<file path="src/rtl/wg_pkg.sv">
package wg_pkg;
  typedef enum logic [1:0] {
    WG_PWM  = 2'b00,
    WG_ONE  = 2'b01,
    WG_HOLD = 2'b10,
    WG_ALT  = 2'b11
  } wg_mode_e;
endpackage

</file>
<file path="src/rtl/wg_window.sv">
// Threshold comparison stage: window, top-of-count and configuration check.
module wg_window #(
  parameter int W = 16
) (
  input  logic [W-1:0] cnt_i,
  input  logic [W-1:0] cmp_i,
  input  logic [W-1:0] arr_i,
  output logic         in_win_o,
  output logic         at_top_o,
  output logic         bad_o
);
  always_comb begin
    in_win_o = (cnt_i > cmp_i) && (cnt_i < arr_i);
    at_top_o = (cnt_i == arr_i);
    bad_o    = (arr_i <= cmp_i);
  end
endmodule

</file>
<file path="src/rtl/wg_seq.sv">
// Level and single-shot state registers.
module wg_seq
  import wg_pkg::*;
(
  input  logic     clk_i,
  input  logic     rst_ni,
  input  logic     en_i,
  input  logic     restart_i,
  input  wg_mode_e mode_i,
  input  logic     in_win_i,
  input  logic     at_top_i,
  input  logic     bad_i,
  output logic     raw_o,
  output logic     done_o
);
  logic raw_q, raw_d;
  logic done_q, done_d;
  logic single_shot;

  assign single_shot = (mode_i == WG_ONE) || (mode_i == WG_HOLD);

  always_comb begin
    raw_d  = raw_q;
    done_d = done_q;
    if (!en_i || restart_i) begin
      raw_d  = 1'b0;
      done_d = 1'b0;
    end else if (bad_i) begin
      raw_d = 1'b0;
    end else if (done_q && single_shot) begin
      if (mode_i == WG_ONE) raw_d = 1'b0;
    end else if (at_top_i) begin
      if (mode_i != WG_HOLD) raw_d = 1'b0;
      if (single_shot) done_d = 1'b1;
    end else begin
      raw_d = in_win_i;
    end
  end

  always_ff @(posedge clk_i or negedge rst_ni) begin
    if (!rst_ni) begin
      raw_q  <= 1'b0;
      done_q <= 1'b0;
    end else begin
      raw_q  <= raw_d;
      done_q <= done_d;
    end
  end

  assign raw_o  = raw_q;
  assign done_o = done_q;
endmodule

</file>
<file path="src/rtl/wave_gen.sv">
module wave_gen
  import wg_pkg::*;
#(
  parameter int W = 16
) (
  input  logic         clk_i,
  input  logic         rst_ni,
  input  logic         en_i,
  input  logic         restart_i,
  input  logic [1:0]   mode_i,
  input  logic         pol_i,
  input  logic [W-1:0] cnt_i,
  input  logic [W-1:0] cmp_i,
  input  logic [W-1:0] arr_i,
  output logic         wave_o,
  output logic         cfg_err_o
);
  logic     in_win, at_top, bad;
  logic     raw_q, done_q;
  wg_mode_e mode;

  assign mode = wg_mode_e'(mode_i);

  wg_window #(.W(W)) u_win (
    .cnt_i    (cnt_i),
    .cmp_i    (cmp_i),
    .arr_i    (arr_i),
    .in_win_o (in_win),
    .at_top_o (at_top),
    .bad_o    (bad)
  );

  wg_seq u_seq (
    .clk_i     (clk_i),
    .rst_ni    (rst_ni),
    .en_i      (en_i),
    .restart_i (restart_i),
    .mode_i    (mode),
    .in_win_i  (in_win),
    .at_top_i  (at_top),
    .bad_i     (bad),
    .raw_o     (raw_q),
    .done_o    (done_q)
  );

  assign cfg_err_o = bad;
  assign wave_o    = raw_q ^ pol_i;
endmodule

</file>
<file path="config.mk">
export PLATFORM = sky130hd
export DESIGN_NAME = wave_gen
export DESIGN_NICKNAME = d
export VERILOG_FILES = /design/src/rtl/wg_pkg.sv /design/src/rtl/wg_window.sv /design/src/rtl/wg_seq.sv /design/src/rtl/wave_gen.sv
export SDC_FILE = /design/constraint.sdc
export NUM_CORES = 1
export LEC_CHECK = 0
export BUFFER_PORTS_ARGS = -buffer_cell sky130_fd_sc_hd__buf_2
export CORE_MARGIN = 4
export CORE_UTILIZATION = 48
export CTS_CLUSTER_SIZE = 24
export DETAILED_ROUTE_END_ITERATION = 8
export GPL_ROUTABILITY_DRIVEN = 0
export PLACE_DENSITY = 0.81
export SLEW_MARGIN = 20
export SYNTH_ARGS = -nofsm -noshare
export SYNTH_HDL_FRONTEND = slang
export SYNTH_SLANG_ARGS = --single-unit
</file>
<file path="constraint.sdc">
create_clock -name clk_i -period 1.75 [get_ports clk_i]
set_input_delay 0.0875 -clock clk_i [delete_from_list [all_inputs] [get_ports clk_i]]
set_output_delay 0.0875 -clock clk_i [all_outputs]
set_load 0.02 [all_outputs]
</file>
# Word level (Yosys, flattened, before mapping)
# Index checks and enable logic that the tools add are counted.
# Widths: inputs -> output; s select.
[totals]
word_cells = 34
reg_bits = 2
inputBits = 55
output_inout_bits = 2
[classes]
bitwise_logic = 1
reduce_logical = 9
mux = 11
n_eq_ne = 8
n_lt_le_gt_ge = 3
[ops]
columns = ["cell", "n"]
rows = [
  ["$eq 16x16->1", 1],
  ["$gt 16x16->1", 1],
  ["$le 16x16->1", 1],
  ["$lt 16x16->1", 1],
  ["$mux 1", 11],
  ["$ne 5x2->1 const B", 1],
  ["$ne 2x1->1 const B", 2],
  ["$ne 4x2->1 const B", 1],
  ["$reduce_and 4->1", 1],
  ["$reduce_bool 2->1", 2],
  ["$eq 2x1->1 const B", 1],
  ["$eq 2x2->1 const B", 1],
  ["$logic_and 1x1->1", 2],
  ["$logic_or 1x1->1", 2],
  ["$ne 2x2->1 const B", 1],
  ["$reduce_and 2->1", 1],
  ["$logic_not 1->1", 1],
  ["$xor 1x1->1", 1],
]

# Logic depth before layout (Yosys ltp)
# Gate-level depths: netlist (run 1).
[logic_depth]
depth_word = 7
mapped_depth = 8
depth_no_buf = 8

# Cells and area by module
# Synthesis (run 1) repeated with hierarchy kept, for this count alone.
[unflattened]
cells_unflattened = 170
hier_area_um2 = 1307.5
[modules_own_cells]
columns = ["mod", "seq_area_each_um2", "n_inst", "cells_per_inst", "area_each_um2"]
rows = [
  ["wg_window", 0.0, 1, 152, 1137.3],
  ["wg_seq", 50.0, 1, 17, 161.4],
  ["wave_gen", 0.0, 1, 1, 8.8],
]

# Least setup slack after synthesis (run 1)
# No wires, ideal clock.
[synth_timing]
path_kind = "input to register"
start = "input arr_i[3]"
end = "register u_seq.done_q (netlist: u_seq.done_o)"
setup_slack_ns = 0.054
arrival_time_ns = 1.616
setup_time_ns = 0.080
path_buffers = 0
path_stages = 6
t_required_ns = 1.670
path_cell_list = "inv_1 -> ha_1 -> nand4_1 -> or4_1 -> or4_1 -> o22ai_2"
[synth_between]
elab_chain_cells = 3
word_cells_on_any_way = 5
cone_classes = "order compare: 1; eq/ne: 2; reduce/logical: 2"
[synth_rtl]
columns = ["element", "line", "text"]
rows = [
  ["start, declared", "wave_gen.sv:14", "input logic [W-1:0] arr_i,"],
  ["$le 16x16->1 / $eq 16x16->1 (equally long branches)", "wg_window.sv:15, wg_window.sv:14", ""],
  ["$ne 2x1->1 (no source line) / $reduce_bool 2->1 (equally long branches)", "n/a", ""],
  ["$reduce_and 4->1 (no source line) *", "n/a", ""],
  ["end signal, assigned", "wg_seq.sv:46", "done_q <= done_d;"],
  ["end, declared", "wg_seq.sv:17", "logic done_q, done_d;"],
]
# Mark *: on every way between the ends. The rest lies on a longest branch, timed or not.
# A chain may end at the register's enable or synchronous reset.

# Worst setup path in the final report (run 1)
[layout_timing]
start = "input arr_i[5]"
end = "register u_seq.done_q (netlist: u_seq.done_o)"
# The elaborated chain is that of the path after synthesis.

==> metrics.cfg, run 1 <==
[grt]
grt_pass1_vias=1520
antenna_found_initial=0
grt_max_degree=4
grt_use_total_pct=20.9
grt_pass1_wl_um=5930
overflow=0

[setup_path]
timing.critical_path.buf_inv=2
cp.required_ns=1.91
cpMostUsedCell=or4_4
cp_max_fo=2
crit_path_end_kind=flop
start_kind=input port
crit_family=simple AND/OR/NAND/NOR gates
arrival_ns=1.91
cp_cell_sequence=buf_2, inv_1, ha_1, nand4_1, or4_4, or4_4, o22ai_2
worst-setup-path-type=input port to flop
cp_slowest_cell=or4_4
critical-path-max-stage-delay_ns=0.56

[clock_tree]
cts_buffers=3
cts-root-buf=clkbuf_4
clkSinkCount=2
cts_max_level=1
cts_buffer_depth=2
path_clk_slew_ns=0.03
cts_tree=done
clk_latency_ns=0.24

[detailed_routing]
wirelength_um=4140
dr.first_iter.drc_count=31
dr.pass1.iters=4
wire_per_inst_um=14.5
vias=1589
ant_nets=0
route.detailed.drc=0
viasPerCell=5.56

[yosys]
yosysSeqAreaShare_pct=3.87
synth.avg_cell_area_um2=7.69
ys_seq_elements=2
synth_cells=168
synth_fp_nets=273
ys_top_cells_by_area=ha_1 (48%), inv_1 (11%), a21oi_1 (6.2%)
synth_area_um2=1290
synth_top_area_cell=ha_1
ys_warn_count=0
synth_top_area_share_pct=48.4
ys_types=29

[final_layout]
stdcell_area_um2=2020
final_cells=286
fin_nets=363
antenna_cells=0
drive_gt1_share_pct=43.8
area_growth_syn_to_layout_pct=56.6

[placed_design]
io_buffers=56
pre_cts_slack_ns=-0.152
dp.cells=280
hpwl_um=3170
placed_area_um2=1810

[timing]
fin_ws_ns=0.00186
final.period_utilization_pct=99.9
clock_skew_ns=0.000496
maxSlewHeadroom_pct=77.6
maxSlewViolCount=0
rsz0062_at_grt=yes
fin_setup_tns_ns=0
final_hold_viol_count=0
holdWs_ns=0.169
fmax_mhz=572
fin_crit_ns=1.75
setup_violations=0
worst_pin_slew_ns=0.328

[pwr]
p_leak_nw=1.14
powerDensity_nw_per_um2=314
p_clk_share_pct=17.5
power.share.switching_pct=41.1
vdd_drop_max_mv=0.314
p_sw_w=0.000262
p_int_w=0.000375
pwr-share-comb_pct=75.0
seq_power_share_pct=7.5

[floorplan]
placementRows=18
dieArea_um2=3590
initial_utilization_pct=51.2
die_y_um=59.9
core_um2=2520
ios=57
die_w_um=59.9

[min_path]
min_path_type=input port to async pin

[run]
drv_cap=0

[run_status]
status=complete, no violations

cell usage after synthesis:
| cell type | instances |
|---|---|
| a2111oi_0 | 2 |
| a211oi_1 | 2 |
| a21o_1 | 6 |
| a21oi_1 | 16 |
| a221o_1 | 1 |
| a221oi_1 | 1 |
| a32oi_1 | 1 |
| dfrtp_1 | 2 |
| ha_1 | 50 |
| inv_1 | 38 |
| nand2_1 | 6 |
| nand2b_1 | 2 |
| nand3_1 | 7 |
| nand4_1 | 11 |
| nor2_1 | 2 |
| nor2b_1 | 1 |
| nor3_1 | 3 |
| nor4_1 | 1 |
| nor4b_1 | 1 |
| o2111ai_1 | 1 |
| o211ai_1 | 1 |
| o21a_1 | 1 |
| o21ai_0 | 4 |
| o22ai_1 | 1 |
| o22ai_2 | 1 |
| or2_1 | 1 |
| or3_1 | 1 |
| or4_1 | 3 |
| xor2_1 | 1 |
routing by layer:
layer / up-vias / global-route usage [%] / routed length [um]
met2: 63 / 39.4 / 2150
met1: 716 / 23.7 / 1580
met3: 15 / 2.16 / 271
met5: - / 0 / 0
li1: 795 / - / -
met4: 0 / 7.59 / 138
cells by family (layout without fill, tap and decap cells):
group | Yosys count | after routing | share of synthesized area (%)
buffers and inverters | 38 | 126 | 11.0
AND/OR/NAND/NOR | 39 | 39 | 16.8
XOR/XNOR | 1 | 1 | 0.678
AO/OA/AOI/OAI | 38 | 38 | 19.2
adder cells (fa/ha/maj) | 50 | 50 | 48.4
flip-flops | 2 | 2 | 3.87
final timing paths:
| check | start | endpoint | slack [ns] | cells past startpoint |
|---|---|---|---|---|
| max in group asynchronous | rst_ni | u_seq.raw_o | 1.48 | 2 |
| min reg2reg | u_seq.done_o | u_seq.done_o | 0.56 | 2 |
| max | arr_i[5] | u_seq.done_o | 0.002 | 7 |
| min in group clk_i | en_i | u_seq.raw_o | 0.17 | 3 |
| max reg2reg | u_seq.done_o | u_seq.raw_o | 0.55 | 4 |
| min | rst_ni | u_seq.done_o | 0.17 | 2 |
registers in the layout (all words and copies together), names as in the netlist:
signal	cells
u_seq.done_o	1
u_seq.raw_o	1
cells in the final DEF (no fill, tap or decap), types with 2 or more instances in the layout:
cell,count
nand2b_1,2
o21ai_1,2
a21oi_2,2
or4_4,2
dfrtp_1,2
ha_1,42
a21oi_1,14
a211oi_1,2
inv_2,7
o21ai_0,2
inv_1,31
nand3_1,6
nand4_1,11
clkbuf_4,3
ha_4,8
a21o_1,6
buf_6,4
buf_4,27
buf_2,53
nor2_1,2
nand2_1,6
power groups by stage:
stage	Clock [W]	Combinational, W	Sequential, W
after CTS	0.000113	0.000412	0.0000477
after floorplan	0	0.000205	0.0000480
after global routing	0.000114	0.000535	0.0000478
final	0.000111	0.000477	0.0000477
after detailed placement	0	0.000399	0.0000482
after global placement	0	0.000389	0.0000482
cell type report:
cell class | count | area [um^2]
Clock buffer | 3 | 22.5
Fill cell | 177 | 498
Inverter | 38 | 143
Multi-Input combinational cell | 128 | 1250
Sequential cell | 2 | 50.0
Tap cell | 30 | 37.5
Timing Repair Buffer | 85 | 523
repair_timing:
action                     CTS  global route
resized for setup            5            28
setup buffers                0             2
hold buffers                 1             0
pin swaps                    5            18
setup endpoints to repair    1             3
hold endpoints to repair     2             0
per-stage QoR:
stage / utilization (%) / power (W)
floorplan: - / 0.000253
global placement: 71.6 / 0.000437
detailed placement: 71.6 / 0.000447
CTS: 74.0 / 0.000573
global route: 80.3 / 0.000697
finish: 80.3 / 0.000636
No activity file was read; power rests on OpenSTA's default activity.
==> inputs of run 2 (changes only) <==
--- a/config.mk
+++ b/config.mk
@@ -7,11 +7,11 @@
 export LEC_CHECK = 0
 export BUFFER_PORTS_ARGS = -buffer_cell sky130_fd_sc_hd__buf_2
 export CORE_MARGIN = 4
-export CORE_UTILIZATION = 48
+export CORE_UTILIZATION = 47
 export CTS_CLUSTER_SIZE = 24
 export DETAILED_ROUTE_END_ITERATION = 8
 export GPL_ROUTABILITY_DRIVEN = 0
-export PLACE_DENSITY = 0.81
+export PLACE_DENSITY = 0.8
 export SLEW_MARGIN = 20
 export SYNTH_ARGS = -nofsm -noshare
 export SYNTH_HDL_FRONTEND = slang
==> run 2 against run 1 <==
Net effect:
- global-route usage down 0.78 points
- clock skew about the same
- sequential share of layout area up 0.069 points
- power down 5.7%
- non-clock buffer count down 2
- register-to-register slack worse by 0.04 ns
- sequential power about the same
- flip-flop and latch count unchanged
- count of clock-buffer cells in the layout unchanged
- first-iteration DRC count up 32%
- utilization down 2.9 points
- critical path type unchanged
==> metrics.cfg, run 2 (same netlist as run 1, synthesis figures left out) <==
[run_status]
status=complete, no violations

[detailed_routing]
vias=1534  ; -3.5%
ant_nets=0  ; unchanged
route.detailed.drc=0  ; unchanged
dr.pass1.iters=6  ; +2
dr.first_iter.drc_count=41  ; +32%
viasPerCell=5.40  ; -2.8%
wirelength_um=3860  ; -6.8%
wire_per_inst_um=13.6  ; -6.2%

[pwr]
vdd_drop_max_mv=0.282  ; -10%
p_int_w=0.000360  ; -3.9%
p_sw_w=0.000240  ; -8.3%
powerDensity_nw_per_um2=305  ; -3.1%
p_clk_share_pct=16.8  ; -0.7 points
power.share.switching_pct=40.0  ; -1.1 points
p_leak_nw=1.13  ; -0.35%
seq_power_share_pct=8.0  ; +0.5 points
pwr-share-comb_pct=75.2  ; +0.2 points

[clock_tree]
cts_tree=done
cts_max_level=1  ; unchanged
cts_buffer_depth=2  ; unchanged
path_clk_slew_ns=0.03  ; about the same
cts-root-buf=clkbuf_4
cts_buffers=3  ; unchanged
post_cts_buffers=0  ; unchanged
clkSinkCount=2  ; unchanged
clk_latency_ns=0.22  ; -0.02 ns

[setup_path]
arrival_ns=1.82  ; -0.09 ns
crit_path_end_kind=flop
critical-path-max-stage-delay_ns=0.38  ; -0.18 ns
cp.required_ns=1.85  ; -0.06 ns
crit_family=compound AO/OA/AOI/OAI gates
timing.critical_path.buf_inv=2  ; unchanged
cp_max_fo=3  ; +1
worst-setup-path-type=input port to flop
reg2reg_setup_slack_ns=0.51  ; -0.04 ns
start_kind=input port
cp_slowest_cell=or3_1
cp_cell_sequence=buf_2, inv_1, ha_1, a21oi_1, o21ai_0, a221o_1, or3_1, a32oi_1, nor4_1

[floorplan]
core_um2=2540  ; +0.89%
placementRows=18  ; unchanged
initial_utilization_pct=50.8  ; -0.45 points
ios=57  ; unchanged
die_w_um=60.4  ; +0.92%
dieArea_um2=3650  ; +1.8%
die_y_um=60.4  ; +0.92%

[placed_design]
hpwl_um=3200  ; +0.70%
pre_cts_slack_ns=-0.162  ; -0.0105 ns
io_buffers=56  ; unchanged

[grt]
grt_pass1_wl_um=5880  ; -0.83%
antenna_found_initial=0  ; unchanged
grt_max_degree=4  ; unchanged
overflow=0  ; unchanged
grt_pass1_vias=1548  ; +1.8%
grt_use_total_pct=20.1  ; -0.78 points

[timing]
final_hold_viol_count=0  ; unchanged
clock_skew_ns=0.000200  ; -0.000296 ns
maxSlewHeadroom_pct=77.0  ; -0.57 points
fmax_mhz=582  ; +1.7%
fin_ws_ns=0.0314  ; +0.0295 ns
worst_pin_slew_ns=0.336  ; +0.00835 ns
setup_violations=0  ; unchanged
maxSlewViolCount=0  ; unchanged
fin_crit_ns=1.72  ; -0.0295 ns
final.period_utilization_pct=98.2  ; -1.7 points

[final_layout]
final_util_pct=77.4  ; -2.9 points
area_growth_syn_to_layout_pct=52.4
fin_nets=361  ; -0.55%
fill_cells=186  ; +5.1%
drive_gt1_share_pct=39.8  ; -4.0 points
layout_commonest_cell=buf_2
antenna_cells=0  ; unchanged
final_cell_mix=buf_2 (54), ha_1 (44), inv_1 (36)

[min_path]
min_path_type=input port to flop

[run]
drv_cap=0  ; unchanged

[run 2: repair_timing]
| item | in CTS | in global routing |
|---|---|---|
| gates resized for setup | 4 | 18 |
| cloned | 0 | 0 |
| pin swaps | 1 | 11 |
| endpoints found under the setup margin | 1 | 3 |
| hold endpoints to repair | 2 | 0 |
| hold buffers | 1 | 0 |
[run 2: path summary, 6_finish.rpt]
check | start | endpoint | cells past startpoint
worst max-delay path | cmp_i[7] | u_seq.raw_o | 9
worst min-delay path | en_i | u_seq.raw_o | 3
worst max register to register | u_seq.done_o | u_seq.raw_o | 4
worst min register to register | u_seq.done_o | u_seq.done_o | 2
max in group asynchronous | rst_ni | u_seq.done_o | 2
min in group asynchronous | rst_ni | u_seq.raw_o | 2
[run 2: tightest hold or removal path, cell delays in order]
cell and delay (ns):
buf_2 0.10, nand2b_1 0.11, nor4_1 0.06
[run 2: layout make-up]
cell class	count	area (um^2)	area share, %
well taps	30	37.5	1.91
flip-flops and latches	2	50.0	2.54
clock buffers	3	22.5	1.14
multi-input cells	128	1210	61.7
repair buffers	83	502	25.5
inverters	38	143	7.24
[run 2: metal layers]
layer,routed length (um),global-route usage (%),share of wire [%]
met2,1910,38.0,50
met1,1600,25.3,41
met5,0,0,0
met4,99,3.41,2.6
met3,248,1.28,6.4
[run 2: per-stage QoR]
| stage | total power (W) | instance area (um^2) | hold WS, ns | instances | TNS, ns |
|---|---|---|---|---|---|
| floorplan | 0.000253 | 1290 | -0.208 | 168 | 0 |
| global placement | 0.000441 | 1810 | -0.123 | 281 | -0.428 |
| CTS | 0.000562 | 1850 | 0.175 | 284 | 0 |
| global route | 0.000669 | 1970 | 0.205 | 284 | -0.0950 |
| finish | 0.000600 | 1970 | 0.176 | 284 | 0 |
| detailed placement | 0.000449 | 1810 | -0.119 | 281 | -0.455 |
[run 2: power by group through the flow]
| stage | clock network, W | logic (W) | registers, W |
|---|---|---|---|
| final | 0.000101 | 0.000452 | 0.0000478 |
| after global routing | 0.000112 | 0.000510 | 0.0000478 |
| after CTS | 0.000105 | 0.000409 | 0.0000478 |
| after detailed placement | 0 | 0.000401 | 0.0000483 |
| after global placement | 0 | 0.000392 | 0.0000482 |
| after floorplan | 0 | 0.000205 | 0.0000480 |
